## config.mk

```make
export PLATFORM = sky130hd
export DESIGN_NAME = stk_sequencer
export DESIGN_NICKNAME = d
export VERILOG_FILES = /design/src/rtl/stk_pkg.sv /design/src/rtl/stk_step_decode.sv /design/src/rtl/stk_addr_gen.sv /design/src/rtl/stk_sequencer.sv
export SDC_FILE = /design/constraint.sdc
export NUM_CORES = 1
export LEC_CHECK = 0
export ABC_AREA = 1
export BUFFER_PORTS_ARGS = -buffer_cell sky130_fd_sc_hd__buf_2
export CORE_ASPECT_RATIO = 1.75
export CORE_MARGIN = 4
export CORE_UTILIZATION = 45
export CTS_CLUSTER_SIZE = 14
export DETAILED_ROUTE_END_ITERATION = 8
export GPL_ROUTABILITY_DRIVEN = 0
export PLACE_DENSITY = 0.77
export SKIP_CTS_REPAIR_TIMING = 1
export SLEW_MARGIN = 15
export SYNTH_ARGS = -nofsm -noshare
export SYNTH_HDL_FRONTEND = slang
export SYNTH_HIERARCHICAL = 1
export SYNTH_SLANG_ARGS = --single-unit
```

## constraint.sdc

```tcl
create_clock -name clk -period 4 [get_ports clk]
set_input_delay 0.2 -clock clk [delete_from_list [all_inputs] [get_ports clk]]
set_output_delay 0.2 -clock clk [all_outputs]
set_load 0.01 [all_outputs]
```

## src/rtl/stk_pkg.sv

```systemverilog
package stk_pkg;
    localparam int BYTE_W = 8;
    localparam int SP_W   = 8;
    localparam int PC_W   = 2 * BYTE_W;
    localparam int OP_W   = 3;
    localparam int STEP_W = 2;
    localparam int SEL_W  = 2;

    typedef enum logic [OP_W-1:0] {
        OP_PUSH = 3'd0,
        OP_POP  = 3'd1,
        OP_CALL = 3'd2,
        OP_IRQ  = 3'd3,
        OP_RET  = 3'd4,
        OP_RETI = 3'd5
    } stk_op_e;

    typedef enum logic [1:0] {
        SLOT_PCL  = 2'd0,
        SLOT_PCH  = 2'd1,
        SLOT_PSW  = 2'd2,
        SLOT_DATA = 2'd3
    } stk_slot_e;

    typedef struct packed {
        logic              busy;
        logic              done;
        stk_op_e           op;
        logic [STEP_W-1:0] step;
        logic [SP_W-1:0]   sp;
        logic [PC_W-1:0]   pc_save;
        logic [BYTE_W-1:0] psw_save;
        logic [BYTE_W-1:0] data_save;
        logic [PC_W-1:0]   pc_rest;
        logic [BYTE_W-1:0] psw_rest;
        logic [BYTE_W-1:0] pop_byte;
    } stk_state_t;

    function automatic logic op_is_valid(input logic [OP_W-1:0] code);
        return code <= 3'd5;
    endfunction
endpackage

```

## src/rtl/stk_step_decode.sv

```systemverilog
module stk_step_decode
    import stk_pkg::*;
(
    input  stk_op_e           op,
    input  logic [STEP_W-1:0] step,
    output logic              is_write,
    output stk_slot_e         slot,
    output logic              is_last
);
    always_comb begin
        is_write = 1'b0;
        slot     = SLOT_DATA;
        is_last  = 1'b1;
        case (op)
            OP_PUSH: begin
                is_write = 1'b1;
                slot     = SLOT_DATA;
            end
            OP_POP: begin
                slot = SLOT_DATA;
            end
            OP_CALL: begin
                is_write = 1'b1;
                slot     = (step == 2'd0) ? SLOT_PCH : SLOT_PCL;
                is_last  = (step == 2'd1);
            end
            OP_IRQ: begin
                is_write = 1'b1;
                case (step)
                    2'd0:    slot = SLOT_PCH;
                    2'd1:    slot = SLOT_PCL;
                    default: slot = SLOT_PSW;
                endcase
                is_last = (step == 2'd2);
            end
            OP_RET: begin
                slot    = (step == 2'd0) ? SLOT_PCL : SLOT_PCH;
                is_last = (step == 2'd1);
            end
            OP_RETI: begin
                case (step)
                    2'd0:    slot = SLOT_PSW;
                    2'd1:    slot = SLOT_PCL;
                    default: slot = SLOT_PCH;
                endcase
                is_last = (step == 2'd2);
            end
            default: begin
                is_write = 1'b0;
            end
        endcase
    end
endmodule

```

## src/rtl/stk_addr_gen.sv

```systemverilog
module stk_addr_gen
    import stk_pkg::*;
#(
    parameter logic [BYTE_W-1:0] PAGE = 8'h01
) (
    input  logic [SP_W-1:0]   sp,
    input  logic              is_write,
    output logic [PC_W-1:0]   addr,
    output logic [SP_W-1:0]   sp_next
);
    logic [SP_W-1:0] sp_up;
    logic [SP_W-1:0] sp_dn;

    assign sp_up   = sp + 8'd1;
    assign sp_dn   = sp - 8'd1;
    assign addr    = {PAGE, (is_write ? sp : sp_up)};
    assign sp_next = is_write ? sp_dn : sp_up;
endmodule

```

## src/rtl/stk_sequencer.sv

```systemverilog
module stk_sequencer
    import stk_pkg::*;
#(
    parameter logic [BYTE_W-1:0] STACK_PAGE = 8'h01
) (
    input  logic              clk,
    input  logic              rst_n,
    input  logic              cmd_valid,
    input  logic [OP_W-1:0]   cmd_op,
    input  logic [SEL_W-1:0]  push_sel,
    input  logic [BYTE_W-1:0] reg_a,
    input  logic [BYTE_W-1:0] reg_x,
    input  logic [BYTE_W-1:0] reg_y,
    input  logic [BYTE_W-1:0] psw_in,
    input  logic [PC_W-1:0]   pc_in,
    input  logic              sp_load,
    input  logic [SP_W-1:0]   sp_load_val,
    input  logic [BYTE_W-1:0] mem_rdata,
    output logic [PC_W-1:0]   mem_addr,
    output logic [BYTE_W-1:0] mem_wdata,
    output logic              mem_we,
    output logic              busy,
    output logic              done,
    output logic [SP_W-1:0]   sp,
    output logic [PC_W-1:0]   pc_out,
    output logic [BYTE_W-1:0] psw_out,
    output logic [BYTE_W-1:0] pop_data
);
    stk_state_t q_q, st_d;

    logic            dec_write;
    logic            dec_last;
    stk_slot_e       dec_slot;
    logic [PC_W-1:0] ag_addr;
    logic [SP_W-1:0] ag_sp_next;
    logic [BYTE_W-1:0] push_byte;

    stk_step_decode u_dec (
        .op       (q_q.op),
        .step     (q_q.step),
        .is_write (dec_write),
        .slot     (dec_slot),
        .is_last  (dec_last)
    );

    stk_addr_gen #(.PAGE(STACK_PAGE)) u_agen (
        .sp       (q_q.sp),
        .is_write (dec_write),
        .addr     (ag_addr),
        .sp_next  (ag_sp_next)
    );

    always_comb begin
        case (push_sel)
            2'd0:    push_byte = reg_a;
            2'd1:    push_byte = reg_x;
            2'd2:    push_byte = reg_y;
            default: push_byte = psw_in;
        endcase
    end

    always_comb begin
        st_d      = q_q;
        st_d.done = 1'b0;
        mem_addr  = ag_addr;
        mem_we    = 1'b0;
        mem_wdata = '0;
        if (q_q.busy) begin
            if (dec_write) begin
                mem_we = 1'b1;
                case (dec_slot)
                    SLOT_PCH:  mem_wdata = q_q.pc_save[PC_W-1:BYTE_W];
                    SLOT_PCL:  mem_wdata = q_q.pc_save[BYTE_W-1:0];
                    SLOT_PSW:  mem_wdata = q_q.psw_save;
                    default:   mem_wdata = q_q.data_save;
                endcase
            end else begin
                case (dec_slot)
                    SLOT_PCH:  st_d.pc_rest[PC_W-1:BYTE_W] = mem_rdata;
                    SLOT_PCL:  st_d.pc_rest[BYTE_W-1:0]    = mem_rdata;
                    SLOT_PSW:  st_d.psw_rest               = mem_rdata;
                    default:   st_d.pop_byte               = mem_rdata;
                endcase
            end
            st_d.sp = ag_sp_next;
            if (dec_last) begin
                st_d.busy = 1'b0;
                st_d.done = 1'b1;
                st_d.step = '0;
            end else begin
                st_d.step = q_q.step + 2'd1;
            end
        end else if (sp_load) begin
            st_d.sp = sp_load_val;
        end else if (cmd_valid && op_is_valid(cmd_op)) begin
            st_d.busy      = 1'b1;
            st_d.op        = stk_op_e'(cmd_op);
            st_d.step      = '0;
            st_d.pc_save   = pc_in;
            st_d.psw_save  = psw_in;
            st_d.data_save = push_byte;
        end
    end

    always_ff @(posedge clk or negedge rst_n) begin
        if (!rst_n) begin
            q_q <= '0;
        end else begin
            q_q <= st_d;
        end
    end

    assign busy     = q_q.busy;
    assign done     = q_q.done;
    assign sp       = q_q.sp;
    assign pc_out   = q_q.pc_rest;
    assign psw_out  = q_q.psw_rest;
    assign pop_data = q_q.pop_byte;
endmodule

```

### After elaboration in Yosys (flattened, before gate mapping)

Cells that the tools add are included.

* register bits after elaboration: 79
* input bits: 73

* $add $sub $neg: 3
* magnitude comparators: 1
* equality and inequality tests: 11
* multiplexer cells: 25
* bitwise operators: 4
* reduce and logical (&&, ||, !) cells: 17

Operator list (number)
* 8-bit case mux with 3 select lines: 2
* 8-bit two-way mux: 5
* 3-bit AND reduction: 5
* 10-bit two-way mux: 1
* 1-bit two-way mux: 9
* 8-bit by 1-bit adder with 8-bit output (second input constant): 1
* 2-bit two-way mux: 4
* 2-bit case mux with 2 select lines: 2
* 2-bit case mux with 4 select lines: 1
* 8-bit by 1-bit subtractor with 8-bit output (second input constant): 1
* 2-bit by 1-bit == test with 1-bit output (second input constant): 3
* 2-bit == test (second input constant): 3
* 3-bit by 2-bit == test with 1-bit output (second input constant): 2
* 3-bit == test (second input constant): 2
* 2-bit logical NOT: 3
* 3-bit OR reduction: 2
* 1-bit inverter: 4
* 2-bit nonzero test: 2
* 2-bit OR reduction: 2
* 3-bit less-or-equal comparator (second input constant): 1
* 3-bit logical NOT: 1
* 2-bit by 1-bit adder with 2-bit output (second input constant): 1
* 2-bit by 1-bit inequality test with 1-bit output (second input constant): 1
* 1-bit case mux with 2 select lines: 1
* 2 further kinds: 2

### Logic depth before layout (Yosys ltp)

* depth after elaboration: 7
* gate-level depth with buffers: 11
* gate-level depth less buffers: 11

### By module

The synthesis kept the hierarchy.

By module, submodules not included
* stk_sequencer: instances 1, cells each 494, area each 4068.9 µm², seq. area each 1976.9 µm²
* stk_addr_gen: instances 1, cells each 100, area each 528.0 µm², seq. area each 0.0 µm²
* stk_step_decode: instances 1, cells each 25, area each 107.6 µm², seq. area each 0.0 µm²

### Worst setup path after synthesis

OpenSTA, ideal clock, no wires.

* path kind: reg2reg
* start: register q_q[74] (netlist name)
* end: register q_q, in the netlist sp[0]
* library setup time: 0.124 ns
* arrival: 1.837 ns
* path slack: 2.039 ns
* stages on the path, launching flop included: 11
* buffers on the path: 2
* cell sequence: dfrtp_1 -> inv_1 -> nor2_1 -> nor2_1 -> buf_4 -> inv_2 -> buf_4 -> ha_1 -> or2_2 -> nand2_1 -> nand3_1

* cells in the longest elaborated chain, start to end: 5

Ends and longest elaborated chain
* start: declaration: RTL line stk_sequencer.sv:29 `stk_state_t q_q, st_d;`
* start signal: assignment: RTL line stk_sequencer.sv:109 `q_q <= st_d;`
* 3-bit by 2-bit == test with 1-bit output or 3-bit logical NOT (tied branches): RTL line stk_step_decode.sv:14 `case (op)`
* 3-bit OR reduction (no source line) *
* 1-bit two-way mux *: RTL line stk_step_decode.sv:14
* via dec_write: RTL line stk_sequencer.sv:31 `logic dec_write;`
* 8-bit two-way mux *: RTL line stk_addr_gen.sv:17 `assign sp_next = is_write ? sp_dn : sp_up;`
* via ag_sp_next[0]: RTL line stk_sequencer.sv:35 `logic [SP_W-1:0] ag_sp_next;`
* 10-bit two-way mux *: RTL line stk_sequencer.sv:68 `if (q_q.busy) begin`

Mark *: on every way through the listed nets, which the timed path passes. The rest lies on a longest branch.
A chain may end at the register's enable or synchronous reset.

### Final worst setup path

* start: register q_q[75] (netlist name)
* end: output port mem_wdata[5]

* cells in the longest elaborated chain, start to end: 6

Ends and longest elaborated chain
* 3-bit == test or 3-bit by 2-bit == test with 1-bit output (tied branches): RTL line stk_step_decode.sv:14
* 2-bit case mux with 4 select lines *: RTL line stk_step_decode.sv:14
* via dec_slot[1]: RTL line stk_sequencer.sv:33 `stk_slot_e dec_slot;`
* 2-bit == test, or another cell as far along: RTL line stk_sequencer.sv:71 `case (dec_slot)`
* 8-bit case mux with 3 select lines *: RTL line stk_sequencer.sv:71
* 8-bit two-way mux *: RTL line stk_sequencer.sv:69 `if (dec_write) begin`
* 8-bit two-way mux *: RTL line stk_sequencer.sv:68
* end: declaration: RTL line stk_sequencer.sv:20 `output logic [BYTE_W-1:0] mem_wdata,`

Marks and branches as above.

==> qor.yml <==
synth:
  yosysSeqAreaShare_pct: 42.0
  synthCells: 619
  yosysWarnings: 6
  netlist_area_um2: 4700
  synth_cell_type_count: 26
  synth_seq_cells: 79
  avgSynthCellArea_um2: 7.60
critical_path:
  cp-end-kind: "output port"
  r2r_cells: 8
  path_class: "reg2out"
  critical_path_arrival_ps: 2370
  required_ps: 3800
  cp_max_fo: 13
  start_kind: "flop"
pwr:
  switching_share_pct: 42.5
  clkPwrFrac_pct: 21.2
  internal_power_mw: 2.41
  seqPwrFrac_pct: 34.8
  ir_drop_uv: 299
  power_density_nw_per_um2: 780
  leakagePower_nw: 2.99
  switchingPower_mw: 1.78
  p_comb_share_pct: 44.0
sta:
  fin_skew_ps: 6.20
  period_share_pct: 64.2
  setup_ws_ps: 1430
  slew_viol_final: 0
  tightest_slew_ps: 981
  setup_violations: 0
  fin_tns_setup_ps: 0
  fmax_mhz: 390
  rsz0062_at_grt: "no"
  hold_viol: 0
  slew_headroom_pct: 34.6
  finalCriticalPeriod_ps: 2570
floorplanning:
  start_util_pct: 45.9
  io_pins: 140
  design.core.area_um2: 10200
  die_area_um2: 12200
  die_w_um: 85.3
  fp-row-count: 49
  die_h_um: 143
finish:
  syn_to_final_growth_pct: 14.1
  postLayoutCoreUtil_pct: 52.4
  fin_cells: 831
  antennaDiodeCount: 0
  fin_nets: 776
  stdcell_area_um2: 5370
  drive_gt1_share_pct: 28.6
outcome:
  outcome: "finished clean"
placed_design:
  dpl_cell_area_um2: 5040
  dpl.hpwl_um: 8690
  place_inst: 815
  dp_slack_ps: 1420
  port_buffers: 131
flow_run:
  max_cap_viol_count: 0
clock_tree:
  cts.sinks: 79
  cts_buffers: 9
  cts_tree: "yes"
  clkTransAtPathRegs_ps: 60
  cts-root-buf: "clkbuf_16"
  htree_levels: 3
  cts_buffer_depth: 2
  insertion_delay_ps: 330
routing:
  routed_wirelength_um: 11100
  avgRoutedWirePerCell_um: 13.3
  top_layer_used: "met4"
  drt_iter0_drc: 149
  vias_per_cell: 4.86
  dr_wl_met3_um: 568
  vias: 4039
  drtAntennaViolNets: 0
  post-route-drc-count: 0
  wl_met2_um: 6170
  drt-pass1-iter-count: 4
  met1_length_um: 4010
global_routing:
  grt_pass1_vias: 4041
  grtUsageTotal_pct: 18.9
  grt_max_degree: 80
  grt_pass1_wl_um: 18400
  antenna_found_initial: 0
  overflow: 0
worst_hold_path:
  hp-class: "in2async"
==> worst paths after layout <==
check	start	end	slack, ps
max	q_q[75]$_DFFE_PN0P_	mem_wdata[5]	1430
min reg2reg	pop_data[2]$_DFFE_PN0P_	pop_data[2]$_DFFE_PN0P_	480
min in group clk	sp_load_val[1]	sp[1]$_DFFE_PN0N_	70
max in group asynchronous	rst_n	q_q[76]$_DFFE_PN0P_	3340
max reg2reg	q_q[75]$_DFFE_PN0P_	psw_out[4]$_DFFE_PN0P_	1760
min	rst_n	pc_out[0]$_DFFE_PN0P_	20
==> metal layers <==
layer | vias to the layer above | GRT usage (%)
li1 | 2039 | -
met1 | 1850 | 19.9
met2 | 127 | 35.7
met3 | 23 | 2.60
met4 | 0 | 9.59
met5 | - | 0
==> area by class of cell <==
class / count / area (um^2)
fillers: 979 / 4870
inverters: 71 / 267
multi-input cells: 406 / 1970
clock buffers: 9 / 225
repair buffers: 132 / 666
clock inverters: 7 / 101
well taps: 127 / 159
flip-flops and latches: 79 / 1980
==> synth_stat cells (all sizes together) <==
cell | instances | area (um^2)
xor2 | 4 | 35.0
nand3 | 52 | 295
nand2 | 186 | 718
inv | 71 | 267
ha | 4 | 50.1
dfrtp | 79 | 1980
or2 | 1 | 6.26
nand4 | 1 | 6.26
conb | 2 | 7.51
clkbuf | 3 | 12.5
o21ai | 91 | 546
nor2 | 57 | 274
a21oi | 2 | 10.0
buf | 66 | 500
==> flip-flops by register name, summed over array words and instances (netlist names) <==
register	cells
q_q	37
sp	8
done	1
psw_out	8
busy	1
pop_data	8
pc_out	16
==> kinds of logic after synthesis <==
group	Yosys count	share of synthesized area, %
compound gates	93	11.8
xor+xnor	4	0.745
fa+ha+maj	4	1.06
buf+inv	140	16.6
flops	79	42.0
other cells	2	0.160
simple gates	297	27.6
==> stage by stage <==
stage | hold WS, ps | total power, mW
after floorplan | -95.6 | 2.98
after global placement | 412 | 3.25
after detailed placement | 408 | 3.33
after CTS | 53.6 | 4.24
after global routing | 75.1 | 4.54
final | 17.0 | 4.19
==> critical path, stage by stage, from the launching register on <==
cell and delay (ps):
dfrtp_1 450, nor2_1 200, nand2_1 90, a21oi_2 580
nand2_2 270, nor2_1 160, nor2_1 50, nand2_1 80
inv_1 40, buf_2 130
==> power by group through the flow <==
| stage | combinational [mW] | sequential (mW) | clock (mW) |
|---|---|---|---|
| 6_report | 1.84 | 1.46 | 0.886 |
| 4_1_cts | 1.87 | 1.46 | 0.911 |
| 3_3_place_gp | 1.80 | 1.45 | 0 |
| 3_5_place_dp | 1.86 | 1.47 | 0 |
| 2_1_floorplan | 1.62 | 1.35 | 0 |
| 5_1_grt | 2.10 | 1.51 | 0.935 |
==> placed cells by master, fill, tap and decap left out, drive strengths merged <==
| cell | n |
|---|---|
| o21ai | 91 |
| nand2 | 186 |
| nand3 | 52 |
| or2 | 1 |
| a21oi | 2 |
| clkbuf | 9 |
| inv | 74 |
| conb | 8 |
| dfrtp | 79 |
| bufinv | 2 |
| buf | 132 |
| clkinv | 1 |
| xor2 | 4 |
| nand4 | 1 |
| ha | 4 |
| nor2 | 57 |
| clkinvlp | 1 |
Power figures use the tool's default switching activity.
